### src/rtl/irsir_pkg.sv
package irsir_pkg;
   typedef enum logic [1:0] {
      K_DATA = 2'd0,
      K_BOF  = 2'd1,
      K_EOF  = 2'd2,
      K_ESC  = 2'd3
   } byte_kind_t;

   typedef enum logic {
      ST_HUNT  = 1'b0,
      ST_FRAME = 1'b1
   } rx_state_t;

   typedef struct packed {
      logic sof;
      logic eof;
      logic abt;
      logic ferr;
   } rx_evt_t;
endpackage

### src/rtl/irsir_classify.sv
module irsir_classify #(
   parameter int unsigned    BYTE_W   = 8,
   parameter logic [BYTE_W-1:0] BOF_CODE = 8'hC0,
   parameter logic [BYTE_W-1:0] EOF_CODE = 8'hC1,
   parameter logic [BYTE_W-1:0] ESC_CODE = 8'h7D
) (
   input  logic [BYTE_W-1:0] byte_i,
   output irsir_pkg::byte_kind_t kind_o
);
   import irsir_pkg::*;

   always_comb begin
      if (byte_i == BOF_CODE)      kind_o = K_BOF;
      else if (byte_i == EOF_CODE) kind_o = K_EOF;
      else if (byte_i == ESC_CODE) kind_o = K_ESC;
      else                         kind_o = K_DATA;
   end
endmodule

### src/rtl/irsir_frame_fsm.sv
module irsir_frame_fsm #(
   parameter int unsigned       BYTE_W    = 8,
   parameter logic [BYTE_W-1:0] FLIP_MASK = 8'h20
) (
   input  logic                  clk,
   input  logic                  rst_n,
   input  logic                  stb_i,
   input  logic [BYTE_W-1:0]     byte_i,
   input  irsir_pkg::byte_kind_t kind_i,
   output logic                  emit_o,
   output logic [BYTE_W-1:0]     data_o,
   output irsir_pkg::rx_evt_t    evt_o,
   output logic                  in_frame_o,
   output logic                  esc_o
);
   import irsir_pkg::*;

   rx_state_t state_q, state_d;
   logic      esc_q, esc_d;

   always_comb begin
      state_d = state_q;
      esc_d   = esc_q;
      emit_o  = 1'b0;
      data_o  = byte_i;
      evt_o   = '0;
      if (stb_i) begin
         unique case (state_q)
            ST_HUNT: begin
               if (kind_i == K_BOF) begin
                  state_d   = ST_FRAME;
                  esc_d     = 1'b0;
                  evt_o.sof = 1'b1;
               end
            end
            ST_FRAME: begin
               if (kind_i == K_BOF) begin
                  esc_d      = 1'b0;
                  evt_o.sof  = 1'b1;
                  evt_o.ferr = 1'b1;
               end else if (esc_q) begin
                  esc_d = 1'b0;
                  if (kind_i == K_EOF) begin
                     evt_o.abt = 1'b1;
                     state_d   = ST_HUNT;
                  end else begin
                     emit_o = 1'b1;
                     data_o = byte_i ^ FLIP_MASK;
                  end
               end else begin
                  unique case (kind_i)
                     K_EOF: begin
                        evt_o.eof = 1'b1;
                        state_d   = ST_HUNT;
                     end
                     K_ESC:   esc_d  = 1'b1;
                     default: emit_o = 1'b1;
                  endcase
               end
            end
            default: state_d = ST_HUNT;
         endcase
      end
   end

   always_ff @(posedge clk) begin
      if (!rst_n) begin
         state_q <= ST_HUNT;
         esc_q   <= 1'b0;
      end else begin
         state_q <= state_d;
         esc_q   <= esc_d;
      end
   end

   assign in_frame_o = (state_q == ST_FRAME);
   assign esc_o      = esc_q;
endmodule

### src/rtl/irsir_out_stage.sv
module irsir_out_stage #(
   parameter int unsigned BYTE_W  = 8,
   parameter bit          OUT_REG = 1'b1
) (
   input  logic               clk,
   input  logic               rst_n,
   input  logic               emit_i,
   input  logic [BYTE_W-1:0]  data_i,
   input  irsir_pkg::rx_evt_t evt_i,
   output logic               emit_o,
   output logic [BYTE_W-1:0]  data_o,
   output irsir_pkg::rx_evt_t evt_o
);
   generate
      if (OUT_REG) begin : g_reg
         always_ff @(posedge clk) begin
            if (!rst_n) begin
               emit_o <= 1'b0;
               data_o <= '0;
               evt_o  <= '0;
            end else begin
               emit_o <= emit_i;
               data_o <= emit_i ? data_i : '0;
               evt_o  <= evt_i;
            end
         end
      end else begin : g_comb
         assign emit_o = emit_i;
         assign data_o = emit_i ? data_i : '0;
         assign evt_o  = evt_i;
      end
   endgenerate
endmodule

### src/rtl/irsir_rx_destuff.sv
module irsir_rx_destuff #(
   parameter int unsigned       BYTE_W    = 8,
   parameter logic [BYTE_W-1:0] BOF_CODE  = 8'hC0,
   parameter logic [BYTE_W-1:0] EOF_CODE  = 8'hC1,
   parameter logic [BYTE_W-1:0] ESC_CODE  = 8'h7D,
   parameter logic [BYTE_W-1:0] FLIP_MASK = 8'h20,
   parameter bit                OUT_REG   = 1'b1
) (
   input  logic              clk,
   input  logic              rst_n,
   input  logic              rx_stb,
   input  logic [BYTE_W-1:0] rx_byte,
   output logic              fifo_valid,
   output logic [BYTE_W-1:0] fifo_data,
   output logic              crc_valid,
   output logic [BYTE_W-1:0] crc_data,
   output logic              frame_start,
   output logic              frame_end,
   output logic              frame_abort,
   output logic              frame_error
);
   import irsir_pkg::*;

   if (BYTE_W < 2) begin : g_bad_width
      $error("BYTE_W must be at least 2");
   end
   if (BOF_CODE == EOF_CODE || BOF_CODE == ESC_CODE || EOF_CODE == ESC_CODE) begin : g_bad_codes
      $error("flag and escape codes must be distinct");
   end
   if (FLIP_MASK == '0) begin : g_bad_mask
      $error("FLIP_MASK must be nonzero");
   end

   byte_kind_t        kind;
   logic              emit;
   logic [BYTE_W-1:0] emit_data;
   rx_evt_t           evt;
   rx_evt_t           evt_out;
   logic              emit_out;
   logic [BYTE_W-1:0] data_out;
   logic              in_frame;
   logic              esc_pend;

   irsir_classify #(
      .BYTE_W(BYTE_W), .BOF_CODE(BOF_CODE), .EOF_CODE(EOF_CODE), .ESC_CODE(ESC_CODE)
   ) u_classify (
      .byte_i(rx_byte),
      .kind_o(kind)
   );

   irsir_frame_fsm #(
      .BYTE_W(BYTE_W), .FLIP_MASK(FLIP_MASK)
   ) u_fsm (
      .clk(clk), .rst_n(rst_n), .stb_i(rx_stb), .byte_i(rx_byte), .kind_i(kind),
      .emit_o(emit), .data_o(emit_data), .evt_o(evt),
      .in_frame_o(in_frame), .esc_o(esc_pend)
   );

   irsir_out_stage #(
      .BYTE_W(BYTE_W), .OUT_REG(OUT_REG)
   ) u_out (
      .clk(clk), .rst_n(rst_n), .emit_i(emit), .data_i(emit_data), .evt_i(evt),
      .emit_o(emit_out), .data_o(data_out), .evt_o(evt_out)
   );

   assign fifo_valid  = emit_out;
   assign fifo_data   = data_out;
   assign crc_valid   = emit_out;
   assign crc_data    = data_out;
   assign frame_start = evt_out.sof;
   assign frame_end   = evt_out.eof;
   assign frame_abort = evt_out.abt;
   assign frame_error = evt_out.ferr;

   if (OUT_REG) begin : g_chk
      AST_HUNT_QUIET: assert property (@(posedge clk) disable iff (!rst_n)
         rx_stb && !in_frame && rx_byte != BOF_CODE |=> !fifo_valid && !frame_start);
      AST_ESC_DROPPED: assert property (@(posedge clk) disable iff (!rst_n)
         rx_stb && in_frame && !esc_pend && rx_byte == ESC_CODE |=> !fifo_valid && !crc_valid);
      AST_UNESCAPE: assert property (@(posedge clk) disable iff (!rst_n)
         rx_stb && in_frame && esc_pend && rx_byte != EOF_CODE && rx_byte != BOF_CODE
         |=> fifo_valid && fifo_data == ($past(rx_byte) ^ FLIP_MASK));
      AST_ABORT_NO_END: assert property (@(posedge clk) disable iff (!rst_n)
         frame_abort |-> !frame_end);
      AST_ABORT_HUNT: assert property (@(posedge clk) disable iff (!rst_n)
         rx_stb && in_frame && esc_pend && rx_byte == EOF_CODE |=> !in_frame && frame_abort);
      AST_ESC_SINGLE: assert property (@(posedge clk) disable iff (!rst_n)
         rx_stb && esc_pend |=> !esc_pend);
      AST_ESC_HOLD: assert property (@(posedge clk) disable iff (!rst_n)
         !rx_stb && esc_pend |=> esc_pend);
   end
endmodule

### config.mk
export PLATFORM = sky130hd
export DESIGN_NAME = irsir_rx_destuff
export DESIGN_NICKNAME = d
export VERILOG_FILES = /design/src/rtl/irsir_pkg.sv /design/src/rtl/irsir_classify.sv /design/src/rtl/irsir_frame_fsm.sv /design/src/rtl/irsir_out_stage.sv /design/src/rtl/irsir_rx_destuff.sv
export SDC_FILE = /design/constraint.sdc
export NUM_CORES = 1
export LEC_CHECK = 0
export ABC_AREA = 1
export BUFFER_PORTS_ARGS = -buffer_cell sky130_fd_sc_hd__buf_2
export CORE_UTILIZATION = 43
export DETAILED_ROUTE_END_ITERATION = 8
export GPL_ROUTABILITY_DRIVEN = 0
export MAX_ROUTING_LAYER = met4
export PLACE_DENSITY = 0.76
export SLEW_MARGIN = 10
export SYNTH_ARGS = -nofsm -noshare
export SYNTH_HDL_FRONTEND = slang
export SYNTH_SLANG_ARGS = --single-unit
### constraint.sdc
create_clock -name clk -period 1.5 [get_ports clk]
set_clock_uncertainty 0.2 [all_clocks]
set_input_delay 0.15 -clock clk [delete_from_list [all_inputs] [get_ports clk]]
set_output_delay 0.15 -clock clk [all_outputs]
set_load 0.05 [all_outputs]
=== Word-level counts from Yosys, hierarchy flattened ===
Index checks and enable logic that the tools add are counted.

* Register bits: 15
* Bits of input ports: 11
* Output and inout port bits: 22
* Word-level logic and storage cells: 50

* Equal/unequal tests: 7
* Multiplexer cells: 23
* Bitwise logic cells: 5
* Reduce and logical (&&, ||, !) cells: 7

{| class="wikitable"
|+ Operators with widths
! kind !! number
|-
| $mux W6 || 5
|-
| $eq A8 B8 Y1 const B || 2
|-
| $mux W1 || 13
|-
| $reduce_or A5 Y1 || 2
|-
| $eq A8 B7 Y1 const B || 1
|-
| $mux W2 || 3
|-
| $reduce_and A2 Y1 || 3
|-
| $not A1 Y1 || 5
|-
| $eq A2 B2 Y1 const B || 2
|-
| $pmux W1 S2 || 2
|-
| $reduce_and A3 Y1 || 1
|-
| $eq A2 B1 Y1 const B || 1
|-
| $ne A2 B1 Y1 const B || 1
|-
| $reduce_or A2 Y1 || 1
|}

=== Logic depth before layout (Yosys ltp) ===
* Word-level depth: 12
* Depth in mapped cells: 8
* Mapped depth without buffers: 8

=== Modules after synthesis ===
From an unflattened synthesis, not the netlist that was laid out.

* Cells, all modules: 114
* Area total of the unflattened synthesis: 772.0 um^2

{| class="wikitable"
|+ By module, submodules not included
! module !! instances !! cells an instance !! area an instance (um^2) !! sequential area each (um^2)
|-
| irsir_out_stage || 1 || 39 || 365.4 || 260.2
|-
| irsir_frame_fsm || 1 || 41 || 237.7 || 40.0
|-
| irsir_classify || 1 || 25 || 101.3 || 0.0
|-
| irsir_rx_destuff || 1 || 9 || 67.6 || 0.0
|}

=== Worst setup path before layout ===
OpenSTA, ideal clock, no wires.

* Path kind: register to output
* Start: register u_out.data_o[0]
* End: output port fifo_data[0]
* Data arrival time: 0.894 ns
* Data required time: 1.150 ns
* Setup slack: 0.256 ns
* Cell stages (with the launch flop): 2
* Path buffers: 1
* Path through: dfxtp_1 buf_4

{| class="wikitable"
|+ RTL lines
! item !! line !! RTL
|-
| start: declaration || irsir_out_stage.sv:11 || <nowiki>output logic [BYTE_W-1:0] data_o,</nowiki>
|-
| start signal: assignment || irsir_out_stage.sv:23 || <nowiki>data_o <= emit_i ? data_i : '0;</nowiki>
|-
| end: declaration || irsir_rx_destuff.sv:14 || <nowiki>output logic [BYTE_W-1:0] fifo_data,</nowiki>
|}

No word-level cell between the ends.

=== Worst setup path after layout ===
* Start: input port rx_byte[1]
* End: register u_out.data_o[6]

* Cells in the longest elaborated chain, start to end: 12
* Elaborated cells between the ends (all ways): 17
* Those cells by class: eq/ne (6); mux (9); reduce/logical (2)

{| class="wikitable"
|+ Ends and longest elaborated chain
! item !! line !! RTL
|-
| start: declaration || irsir_rx_destuff.sv:12 || <nowiki>input logic [BYTE_W-1:0] rx_byte,</nowiki>
|-
| $eq A8 B7 Y1 || irsir_classify.sv:15 || <nowiki>else if (byte_i == ESC_CODE) kind_o = K_ESC;</nowiki>
|-
| $mux W2 || irsir_classify.sv:15 ||
|-
| $mux W2 || irsir_classify.sv:14 || <nowiki>else if (byte_i == EOF_CODE) kind_o = K_EOF;</nowiki>
|-
| $mux W2 * || irsir_classify.sv:13 || <nowiki>if (byte_i == BOF_CODE) kind_o = K_BOF;</nowiki>
|-
| $eq A2 B2 Y1, on equally long branches || irsir_frame_fsm.sv:51, irsir_frame_fsm.sv:43 ||
|-
| $reduce_or A2 Y1 (no source line) || - ||
|-
| $mux W1 || irsir_frame_fsm.sv:51 || <nowiki>unique case (kind_i)</nowiki>
|-
| $mux W1 || irsir_frame_fsm.sv:41 || <nowiki>end else if (esc_q) begin</nowiki>
|-
| $mux W1 * || irsir_frame_fsm.sv:37 || <nowiki>if (kind_i == K_BOF) begin</nowiki>
|-
| $mux W1 * || irsir_frame_fsm.sv:28 || <nowiki>unique case (state_q)</nowiki>
|-
| $mux W1 * || irsir_frame_fsm.sv:27 || <nowiki>if (stb_i) begin</nowiki>
|-
| $reduce_and A2 Y1 (no source line) * || - ||
|}

Mark *: on every way between the ends. The rest lies on a longest branch, timed or not.
A chain may end at the register's enable or synchronous reset.

==> summary.txt <==
outcome: completed
via count: 681
drt initial violations: 10
Sw Ratio: 0.239
PwrDens: 735 mW/mm^2
NetSw: 168 uW
worst path required time: 1.48 ns
CTS Buf Count: 3
reg2reg start: u_fsm.esc_o
register area share after synthesis: 0.445
# diodes: 0
maximum vdd drop: 0.501 mV
Die ar.: 0.00173 mm^2
largest net degree at the start of global routing: 10
vias in the first global route: 600
die width: 41.6 um
placed inst area: 786 um^2
proportion of synthesized area in mux cells: 0
Logic pwr share: 0.111
Synth Register Bits: 15
Setup TNS: 0 ns
clock power share: 0.323
Int Power: 535 uW
Mapped Nets: 102
dpl hpwl: 1040 um
drt first pass iters: 4
area grow syn2layout: 41.9%
final core occ: 0.692
initial antenna violation count: 0
post-DR vias/cell: 4.93
setup bufs post-CTS: 0
clk slew on worst S/H paths: 0.08 ns
sequential power share: 0.566
Tmin final: 1.48 ns
first-pass GRT wire length: 2440 um
Worst Tran Pin Value: 0.272 ns
Die Ht: 41.6 um
Hold Violations, Final: 0
worst hold path type: input pin to flip-flop
Post-layout nets: 135
H-tree Lvls: 1
Worst Path Max Fanout: 5
max cap viols: 0
r2r worst-path depth: 6
Post-Synth Adder-Cell Area: 0
largest family of logic cells by synthesized area: simple AND/OR/NAND/NOR gates
row count: 13
final antenna-violating net count: 0
all-layer global routing usage: 0.183
end of the critical path: u_out.data_o[6]
CTS tree: built
WP data arrival: 1.46 ns
WL/cell: 12.1 um
CTS Root Cell: clkbuf_4
post-synth top area share: 0.445
Synth area leader: dfxtp_1
worst-skew pair later-pin latency: 0.28 ns
R2R setup slack: 0.19 ns
Finished Layout Cells: 138
crit end category: flip-flop
worst rel slew slack: 0.817
DRC viols: 0
top cells by area, synth: dfxtp_1, nor2_1, buf_4
Pleak: 0.000537 uW
Period Utilization, post-route: 0.989
post-synthesis compound-gate area fraction: 0.0148
CP Launch Point: rx_byte[1]
Finished Cell Area: 957 um^2
Ys Warns: 0
maximum clock frequency: 0.674 GHz
share of cells above drive strength 1: 0.423
startpoint types: input pin
Synth Area in XOR/XNOR: 0
GRT overflow: 0
Finish-stage setup viols: 0
Syn Std Cell Area: 674 um^2
cells after synthesis: 91
Detailed Route WL: 1670 um
core area: 0.00138 mm^2
Critical Setup Path Class: input pin to flip-flop
CTS sink count: 15
average cell area after synthesis: 7.41 um^2
I/O Pins: 33
post-synthesis simple-gate area fraction: 0.360
DP Cell Count: 129
worst reg2reg path endpoint: u_out.data_o[6]
clock tree buffer depth: 2
Initial Utilization: 0.488
final slew viol count: 0
number of library cell types mapped by synthesis: 15
# port buffers: 32
sequential cells by signal (all words and copies together), names as in the netlist:
name / cells
u_out.data_o: 8
u_out.evt_o: 4
u_fsm.esc_o: 1
u_fsm.in_frame_o: 1
u_out.emit_o: 1
per-layer routing:
| layer | global-route usage | routed length [um] | vias up |
|---|---|---|---|
| li1 | - | - | 333 |
| met2 | 0.313 | 875 | 30 |
| met5 | - | 0 | - |
| met3 | 0.0261 | 72 | 7 |
| met1 | 0.214 | 681 | 311 |
| met4 | 0.0774 | 40 | 0 |
cells in the final DEF (no fill, tap or decap), types with 4 or more instances in the layout:
cell type	count
nand2_1	11
nor2_4	4
dlygate4sd3_1	6
nor2_1	13
dlymetal6s4s_1	4
buf_2	26
nor2_2	5
nand2_2	6
dfxtp_1	15
inv_1	9
inv_2	4
nand3_1	4
synth_stat cells (all sizes together):
master and count:
nor3b 2, nand3b 1, nor2 22, buf 9, inv 13, dfxtp 15
nand3 5, nand2 18, a21oi 2, clkinv 1, nor3 3
layout make-up:
class                      instances  area, um^2
multi-input combinational         54         318
timing repair buffer              36         240
fill                             104         425
clock buffer                       4        26.3
sequential                        15         300
tap                               15        18.8
inverter                          14        53.8
metrics by stage:
step | hold slack [ns] | setup slack [ns] | power, uW
2_1_floorplan | 0.0622 | 0.256 | 431
3_3_place_gp | 0.196 | 0.261 | 455
3_5_place_dp | 0.199 | 0.271 | 456
4_1_cts | 0.258 | 0.0130 | 695
5_1_grt | 0.108 | -0.00786 | 739
6_report | 0.108 | 0.0159 | 703
power groups by stage:
stage                     clock (uW)  sequential (uW)  combinational, uW
after detailed placement           0              407               48.2
after global routing             257              398               84.5
after floorplan                    0              408               22.9
final                            227              398               78.1
after global placement             0              407               47.6
after CTS                        228              398               69.0
what timing repair did:
| item | 4_1_cts | 5_1_grt |
|---|---|---|
| hold buffers | 10 | 0 |
| hold endpoints to repair | 13 | 0 |
| resized for setup | 0 | 24 |
| endpoints found under the setup margin | 0 | 14 |
worst max-delay path: stages:
cell	delay, ns
dlygate4sd3_1	0.52
buf_2	0.14
inv_2	0.06
nand2_2	0.08
nand3b_1	0.28
nand3_4	0.16
nor2_1	0.06
logic make-up after synthesis:
group                  after synthesis
AOI/OAI and AO/OA                    2
buffers and inverters               23
DFF                                 15
and+or+nand+nor                     51
worst min path at each step:
stage	from	to	slack (ns)	cells past startpoint
3_5_place_dp	rx_byte[0]	u_out.data_o[0]	0.20	3
6_report	rx_byte[2]	u_out.data_o[2]	0.11	3
4_1_cts	u_fsm.esc_o	u_out.evt_o[2]	0.26	1
3_3_place_gp	rx_byte[0]	u_out.data_o[0]	0.20	3
5_1_grt	rx_byte[2]	u_out.data_o[2]	0.11	3
2_1_floorplan	rx_byte[0]	u_out.data_o[0]	0.06	2
Power figures use the tool's default switching activity.
